### src/rtl/cellpix_pkg.sv
package cellpix_pkg;

  // Attribute byte layout; field positions are decoded by the address and glyph stages.
  typedef struct packed {
    logic [2:0] spare;
    logic       underline;
    logic       vmirror;
    logic       hmirror;
    logic [1:0] set;
  } cell_attr_t;

  localparam int ATTR_W = $bits(cell_attr_t);

endpackage

### src/rtl/cellpix_addr.sv
module cellpix_addr
  import cellpix_pkg::*;
#(
  parameter int CODE_W = 8,
  parameter int ROW_W  = 3,
  parameter int SET_W  = 2,
  parameter int BG_W   = 2,
  localparam int ADDR_W = SET_W + CODE_W + ROW_W
) (
  input  logic              clk,
  input  logic              rst,
  input  logic              fetch_i,
  input  logic [CODE_W-1:0] code_i,
  input  cell_attr_t        attr_i,
  input  logic [ROW_W-1:0]  row_i,
  input  logic              ecm_i,
  output logic [ADDR_W-1:0] addr_o,
  output logic              ctx_valid_o,
  output logic              ctx_hmirror_o,
  output logic              ctx_invert_o,
  output logic [BG_W-1:0]   ctx_bg_o
);

  localparam int IDX_W = CODE_W - BG_W;

  function automatic logic [ROW_W-1:0] shown_row(input logic [ROW_W-1:0] r, input logic vm);
    return vm ? ~r : r;
  endfunction

  function automatic logic [CODE_W-1:0] glyph_index(input logic [CODE_W-1:0] c, input logic ecm);
    return ecm ? {{BG_W{1'b0}}, c[IDX_W-1:0]} : c;
  endfunction

  function automatic logic [BG_W-1:0] bg_index(input logic [CODE_W-1:0] c, input logic ecm);
    return ecm ? c[CODE_W-1 -: BG_W] : '0;
  endfunction

  logic [ROW_W-1:0] row_shown;
  logic             last_row;

  assign row_shown = shown_row(row_i, attr_i.vmirror);
  assign last_row  = (row_shown == {ROW_W{1'b1}});
  assign addr_o    = {attr_i.set[SET_W-1:0], glyph_index(code_i, ecm_i), row_shown};

  always_ff @(posedge clk) begin
    if (rst) begin
      ctx_valid_o   <= 1'b0;
      ctx_hmirror_o <= 1'b0;
      ctx_invert_o  <= 1'b0;
      ctx_bg_o      <= '0;
    end else begin
      ctx_valid_o <= fetch_i;
      if (fetch_i) begin
        ctx_hmirror_o <= attr_i.hmirror;
        ctx_invert_o  <= attr_i.underline && last_row;
        ctx_bg_o      <= bg_index(code_i, ecm_i);
      end
    end
  end

endmodule

### src/rtl/cellpix_glyph.sv
module cellpix_glyph #(
  parameter int PIX_W = 8
) (
  input  logic [PIX_W-1:0] raw_i,
  input  logic             hmirror_i,
  input  logic             invert_i,
  output logic [PIX_W-1:0] shaped_o
);

  function automatic logic [PIX_W-1:0] reverse_bits(input logic [PIX_W-1:0] v);
    logic [PIX_W-1:0] r;
    for (int i = 0; i < PIX_W; i++) r[i] = v[PIX_W-1-i];
    return r;
  endfunction

  logic [PIX_W-1:0] oriented;

  assign oriented = hmirror_i ? reverse_bits(raw_i) : raw_i;
  assign shaped_o = invert_i ? ~oriented : oriented;

endmodule

### src/rtl/cellpix_shift.sv
module cellpix_shift #(
  parameter int PIX_W = 8,
  parameter int BG_W  = 2,
  localparam int CNT_W = $clog2(PIX_W + 1)
) (
  input  logic             clk,
  input  logic             rst,
  input  logic             cap_i,
  input  logic [PIX_W-1:0] cap_data_i,
  input  logic [BG_W-1:0]  cap_bg_i,
  input  logic             load_i,
  input  logic             pix_en_i,
  output logic             pix_o,
  output logic [BG_W-1:0]  bg_o,
  output logic [CNT_W-1:0] left_o,
  output logic             next_bit_o,
  output logic             staged_msb_o
);

  logic [PIX_W-1:0] staged_q;
  logic [BG_W-1:0]  staged_bg_q;
  logic [PIX_W-1:0] sh_q;
  logic [CNT_W-1:0] left_q;

  always_ff @(posedge clk) begin
    if (rst) begin
      staged_q    <= '0;
      staged_bg_q <= '0;
    end else if (cap_i) begin
      staged_q    <= cap_data_i;
      staged_bg_q <= cap_bg_i;
    end
  end

  always_ff @(posedge clk) begin
    if (rst) begin
      sh_q   <= '0;
      left_q <= '0;
      pix_o  <= 1'b0;
      bg_o   <= '0;
    end else if (load_i) begin
      sh_q   <= staged_q;
      left_q <= CNT_W'(PIX_W - 1);
      pix_o  <= staged_q[PIX_W-1];
      bg_o   <= staged_bg_q;
    end else if (pix_en_i) begin
      if (left_q != '0) begin
        sh_q   <= sh_q << 1;
        left_q <= left_q - 1'b1;
        pix_o  <= sh_q[PIX_W-2];
      end else begin
        pix_o  <= 1'b0;
      end
    end
  end

  assign left_o       = left_q;
  assign next_bit_o   = sh_q[PIX_W-2];
  assign staged_msb_o = staged_q[PIX_W-1];

endmodule

### src/rtl/cellpix_gen.sv
module cellpix_gen
  import cellpix_pkg::*;
#(
  parameter int CODE_W = 8,
  parameter int ROW_W  = 3,
  parameter int SET_W  = 2,
  parameter int BG_W   = 2,
  parameter int PIX_W  = 8,
  localparam int ADDR_W = SET_W + CODE_W + ROW_W,
  localparam int CNT_W  = $clog2(PIX_W + 1)
) (
  input  logic              clk,
  input  logic              rst,
  input  logic              fetch_i,
  input  logic [CODE_W-1:0] code_i,
  input  logic [ATTR_W-1:0] attr_i,
  input  logic [ROW_W-1:0]  row_i,
  input  logic              ecm_i,
  output logic [ADDR_W-1:0] gen_addr_o,
  input  logic [PIX_W-1:0]  gen_data_i,
  input  logic              load_i,
  input  logic              pix_en_i,
  output logic              pix_o,
  output logic [BG_W-1:0]   bg_o
);

  cell_attr_t       attr_w;
  logic             ctx_valid_w;
  logic             ctx_hmirror_w;
  logic             ctx_invert_w;
  logic [BG_W-1:0]  ctx_bg_w;
  logic [PIX_W-1:0] shaped_w;
  logic [CNT_W-1:0] left_w;
  logic             next_bit_w;
  logic             staged_msb_w;

  assign attr_w = cell_attr_t'(attr_i);

  cellpix_addr #(
    .CODE_W(CODE_W), .ROW_W(ROW_W), .SET_W(SET_W), .BG_W(BG_W)
  ) i_addr (
    .clk(clk), .rst(rst), .fetch_i(fetch_i), .code_i(code_i), .attr_i(attr_w),
    .row_i(row_i), .ecm_i(ecm_i), .addr_o(gen_addr_o), .ctx_valid_o(ctx_valid_w),
    .ctx_hmirror_o(ctx_hmirror_w), .ctx_invert_o(ctx_invert_w), .ctx_bg_o(ctx_bg_w)
  );

  cellpix_glyph #(.PIX_W(PIX_W)) i_glyph (
    .raw_i(gen_data_i), .hmirror_i(ctx_hmirror_w), .invert_i(ctx_invert_w),
    .shaped_o(shaped_w)
  );

  cellpix_shift #(.PIX_W(PIX_W), .BG_W(BG_W)) i_shift (
    .clk(clk), .rst(rst), .cap_i(ctx_valid_w), .cap_data_i(shaped_w),
    .cap_bg_i(ctx_bg_w), .load_i(load_i), .pix_en_i(pix_en_i), .pix_o(pix_o),
    .bg_o(bg_o), .left_o(left_w), .next_bit_o(next_bit_w), .staged_msb_o(staged_msb_w)
  );

endmodule

### config.mk
export PLATFORM = sky130hd
export DESIGN_NAME = cellpix_gen
export DESIGN_NICKNAME = d
export VERILOG_FILES = /design/src/rtl/cellpix_pkg.sv /design/src/rtl/cellpix_addr.sv /design/src/rtl/cellpix_glyph.sv /design/src/rtl/cellpix_shift.sv /design/src/rtl/cellpix_gen.sv
export SDC_FILE = /design/constraint.sdc
export NUM_CORES = 1
export LEC_CHECK = 0
export BUFFER_PORTS_ARGS = -buffer_cell sky130_fd_sc_hd__clkbuf_2
export CAP_MARGIN = 20
export CORE_UTILIZATION = 30
export DETAILED_ROUTE_END_ITERATION = 10
export PLACE_DENSITY = 0.6
export SKIP_CTS_REPAIR_TIMING = 1
export SYNTH_ARGS = -nofsm -noshare
export SYNTH_HDL_FRONTEND = slang
export SYNTH_SLANG_ARGS = --single-unit
### constraint.sdc
create_clock -name clk -period 2.1 [get_ports clk]
set_clock_uncertainty 0.2 [all_clocks]
set_input_delay 0.315 -clock clk [delete_from_list [all_inputs] [get_ports clk]]
set_output_delay 0.315 -clock clk [all_outputs]
set_load 0.05 [all_outputs]
==> impl_metrics.json <==
{
  "routedWlPerCell_um": 10.6,
  "clk_pin_slew_ps": 60,
  "drtPass1Iterations": 4,
  "fin_tns_setup_ps": 0,
  "holdPathStages": 3,
  "multi_input_area_um2": 793,
  "synth_enable_flop_cells": 0,
  "crit_path_end_kind": "flop",
  "port_buffers": 29,
  "power.density_nw_per_um2": 741,
  "regArea_um2": 581,
  "grt_pass1_wl_um": 4590,
  "hold_viol_final": 0,
  "cts_tree": "built",
  "grtUsageTotal_pct": 11.2,
  "fin_crit_sh_pct": 90.0,
  "clkLatencyLatePin_ps": 270,
  "ys_async_sr_fraction_pct": 0,
  "r2r_cells": 5,
  "ys_seq_area_share_pct": 38.6,
  "crit_type": "flop to flop",
  "chipWidth_um": 72.8,
  "maxSlewViolCount": 0,
  "min_period_ps": 1890,
  "vdd_drop_max_uv": 283,
  "cp.required_ps": 2080,
  "syn_area_um2": 1500,
  "gp_routability_congestion": 0.666,
  "cts.htree.levels": 2,
  "viasPerCell": 4.47,
  "maxCapViolCount": 0,
  "drc_errors": 0,
  "grt_pass1_vias": 1020,
  "synth_nets": 196,
  "arrival_ps": 1870,
  "area_growth_pct": 14.3,
  "drt_iter0_drc": 29,
  "nets": 214,
  "avgSynthCellArea_um2": 9.28,
  "synthFlopType": "dfxtp_1",
  "num_rows": 25,
  "critPathLaunchType": "flop",
  "grt_max_degree": 19,
  "worst-path-max-fanout": 13,
  "detail-route-antenna-nets": 0,
  "drive_gt1_share_pct": 26.7,
  "fillers": 500,
  "worstMarginPinSlew_ps": 459,
  "clockBufferDepth": 2,
  "numClockSinks": 29,
  "ys_ff_latch": 29,
  "p_leak_nw": 0.696,
  "hold_slack_ps": 76.6,
  "dp_cells": 240,
  "status": "completed",
  "fin_cells": 247,
  "fmax_mhz": 529,
  "vias": 1104,
  "die_area_um2": 5300,
  "start_util_pct": 31.4,
  "wl_um": 2630,
  "cts_root_buf": "clkbuf_8",
  "core_area_um2": 4790,
  "pin_count": 49,
  "antenna_cells": 0,
  "dp_hpwl_um": 1890,
  "antenna_found_initial": 0,
  "numCtsBuffers": 5,
  "die_h_um": 72.8,
  "setup_viol": 0,
  "yosys_warnings": 0,
  "relSlewSlack_pct": 69.4,
  "gr-total-overflow": 0,
  "hold_path_class": "input pin to flop",
  "rsz0062_at_grt": "false",
  "syn_inst": 162,
  "synth_cell_types": 34
}
[final timing paths]
kind,start,slack [ps],to
setup / recovery,i_shift.left_o[0]$_SDFFE_PP0P_,210,i_shift.sh_q[2]$_SDFFE_PP0P_
hold / removal,attr_i[2],80,i_addr.ctx_hmirror_o$_SDFFE_PP0P_
setup reg to reg,i_shift.left_o[0]$_SDFFE_PP0P_,210,i_shift.sh_q[2]$_SDFFE_PP0P_
hold reg to reg,i_shift.staged_q[0]$_SDFFE_PP0P_,270,i_shift.sh_q[0]$_SDFFE_PP0P_
[registers in the layout, indices dropped and copies added (netlist names)]
register,cells
i_shift.staged_bg_q,2
i_shift.bg_o,2
i_shift.pix_o,1
i_shift.sh_q,7
i_shift.staged_q,8
i_shift.left_o,4
i_addr.ctx_hmirror_o,1
i_addr.ctx_bg_o,2
i_addr.ctx_valid_o,1
i_addr.ctx_invert_o,1
[report_power, final]
| part | leakage [nW] | switching [mW] | internal [mW] |
|---|---|---|---|
| Clock | 0.0443 | 0.191 | 0.259 |
| Combinational | 0.413 | 0.130 | 0.0906 |
| Sequential | 0.238 | 0.0217 | 0.581 |
| Total | 0.696 | 0.343 | 0.931 |
[synthesized netlist by cell type, drive strengths merged, types with 6 or more instances]
| cell type | count | share of area, % |
|---|---|---|
| dfxtp | 29 | 39 |
| mux2i | 14 | 9.3 |
| o22ai | 8 | 3.3 |
| a21oi | 6 | 2.2 |
| a2111oi | 6 | 6.0 |
| buf | 14 | 6.2 |
| nand2b | 12 | 5.0 |
| nor2 | 19 | 4.7 |
| clkbuf | 6 | 1.5 |
| xor2 | 11 | 6.4 |
[layout by cell type (no fill, tap or decap), drive strengths merged, types with 2 or more instances in the layout]
cell     instances
nand2            4
clkbuf          36
a211oi           4
xor2            11
nand3            3
buf              2
inv              3
nor2b            4
a21boi           3
a21oi            6
mux2i           14
o22ai            8
nor3             2
nand2b          12
dfxtp           29
a311oi           2
nor2            19
a2111oi          6
[layer usage]
| layer | track usage, % | part of all wire (%) | vias up |
|---|---|---|---|
| met5 | 0 | 0 | - |
| met1 | 14.7 | 50 | 478 |
| met3 | 4.56 | 5.7 | 6 |
| met2 | 16.4 | 43 | 28 |
| met4 | 4.14 | 1.3 | 0 |
| li1 | - | - | 592 |
[stage by stage]
| step | utilization [%] | setup slack, ps | cell area, um2 | power [mW] |
|---|---|---|---|---|
| final | 35.9 | 210 | 1720 | 1.27 |
| after global routing | 35.9 | 122 | 1720 | 1.34 |
| after CTS | 35.9 | 203 | 1720 | 1.30 |
| after detailed placement | 34.1 | 217 | 1630 | 0.837 |
| after global placement | 34.1 | 246 | 1630 | 0.834 |
| after floorplan | - | 361 | 1500 | 0.824 |
[cell families after synthesis]
group | after synthesis | synth area share [%]
AOI/OAI and AO/OA | 31 | 17.3
xor gates and xnor gates | 11 | 6.41
adders and majority gates | 1 | 0.832
buffers and inverters | 24 | 8.65
DFF | 29 | 38.6
muxes | 14 | 9.32
and+or+nand+nor | 52 | 18.9
[area by class of cell]
class	count	area share, %
multi-input combinational	109	46.1
inverter	4	0.873
sequential	29	33.8
clock buffer	7	5.02
tap	67	4.88
timing repair buffer	31	9.32
[worst max-delay path, cell delays in order, from the launching register on]
cell,delay (ps)
dfxtp_1,320
inv_1,80
ha_1,180
or3b_4,470
and3_2,230
a2111oi_2,310
No activity file was read; power rests on OpenSTA's default activity.
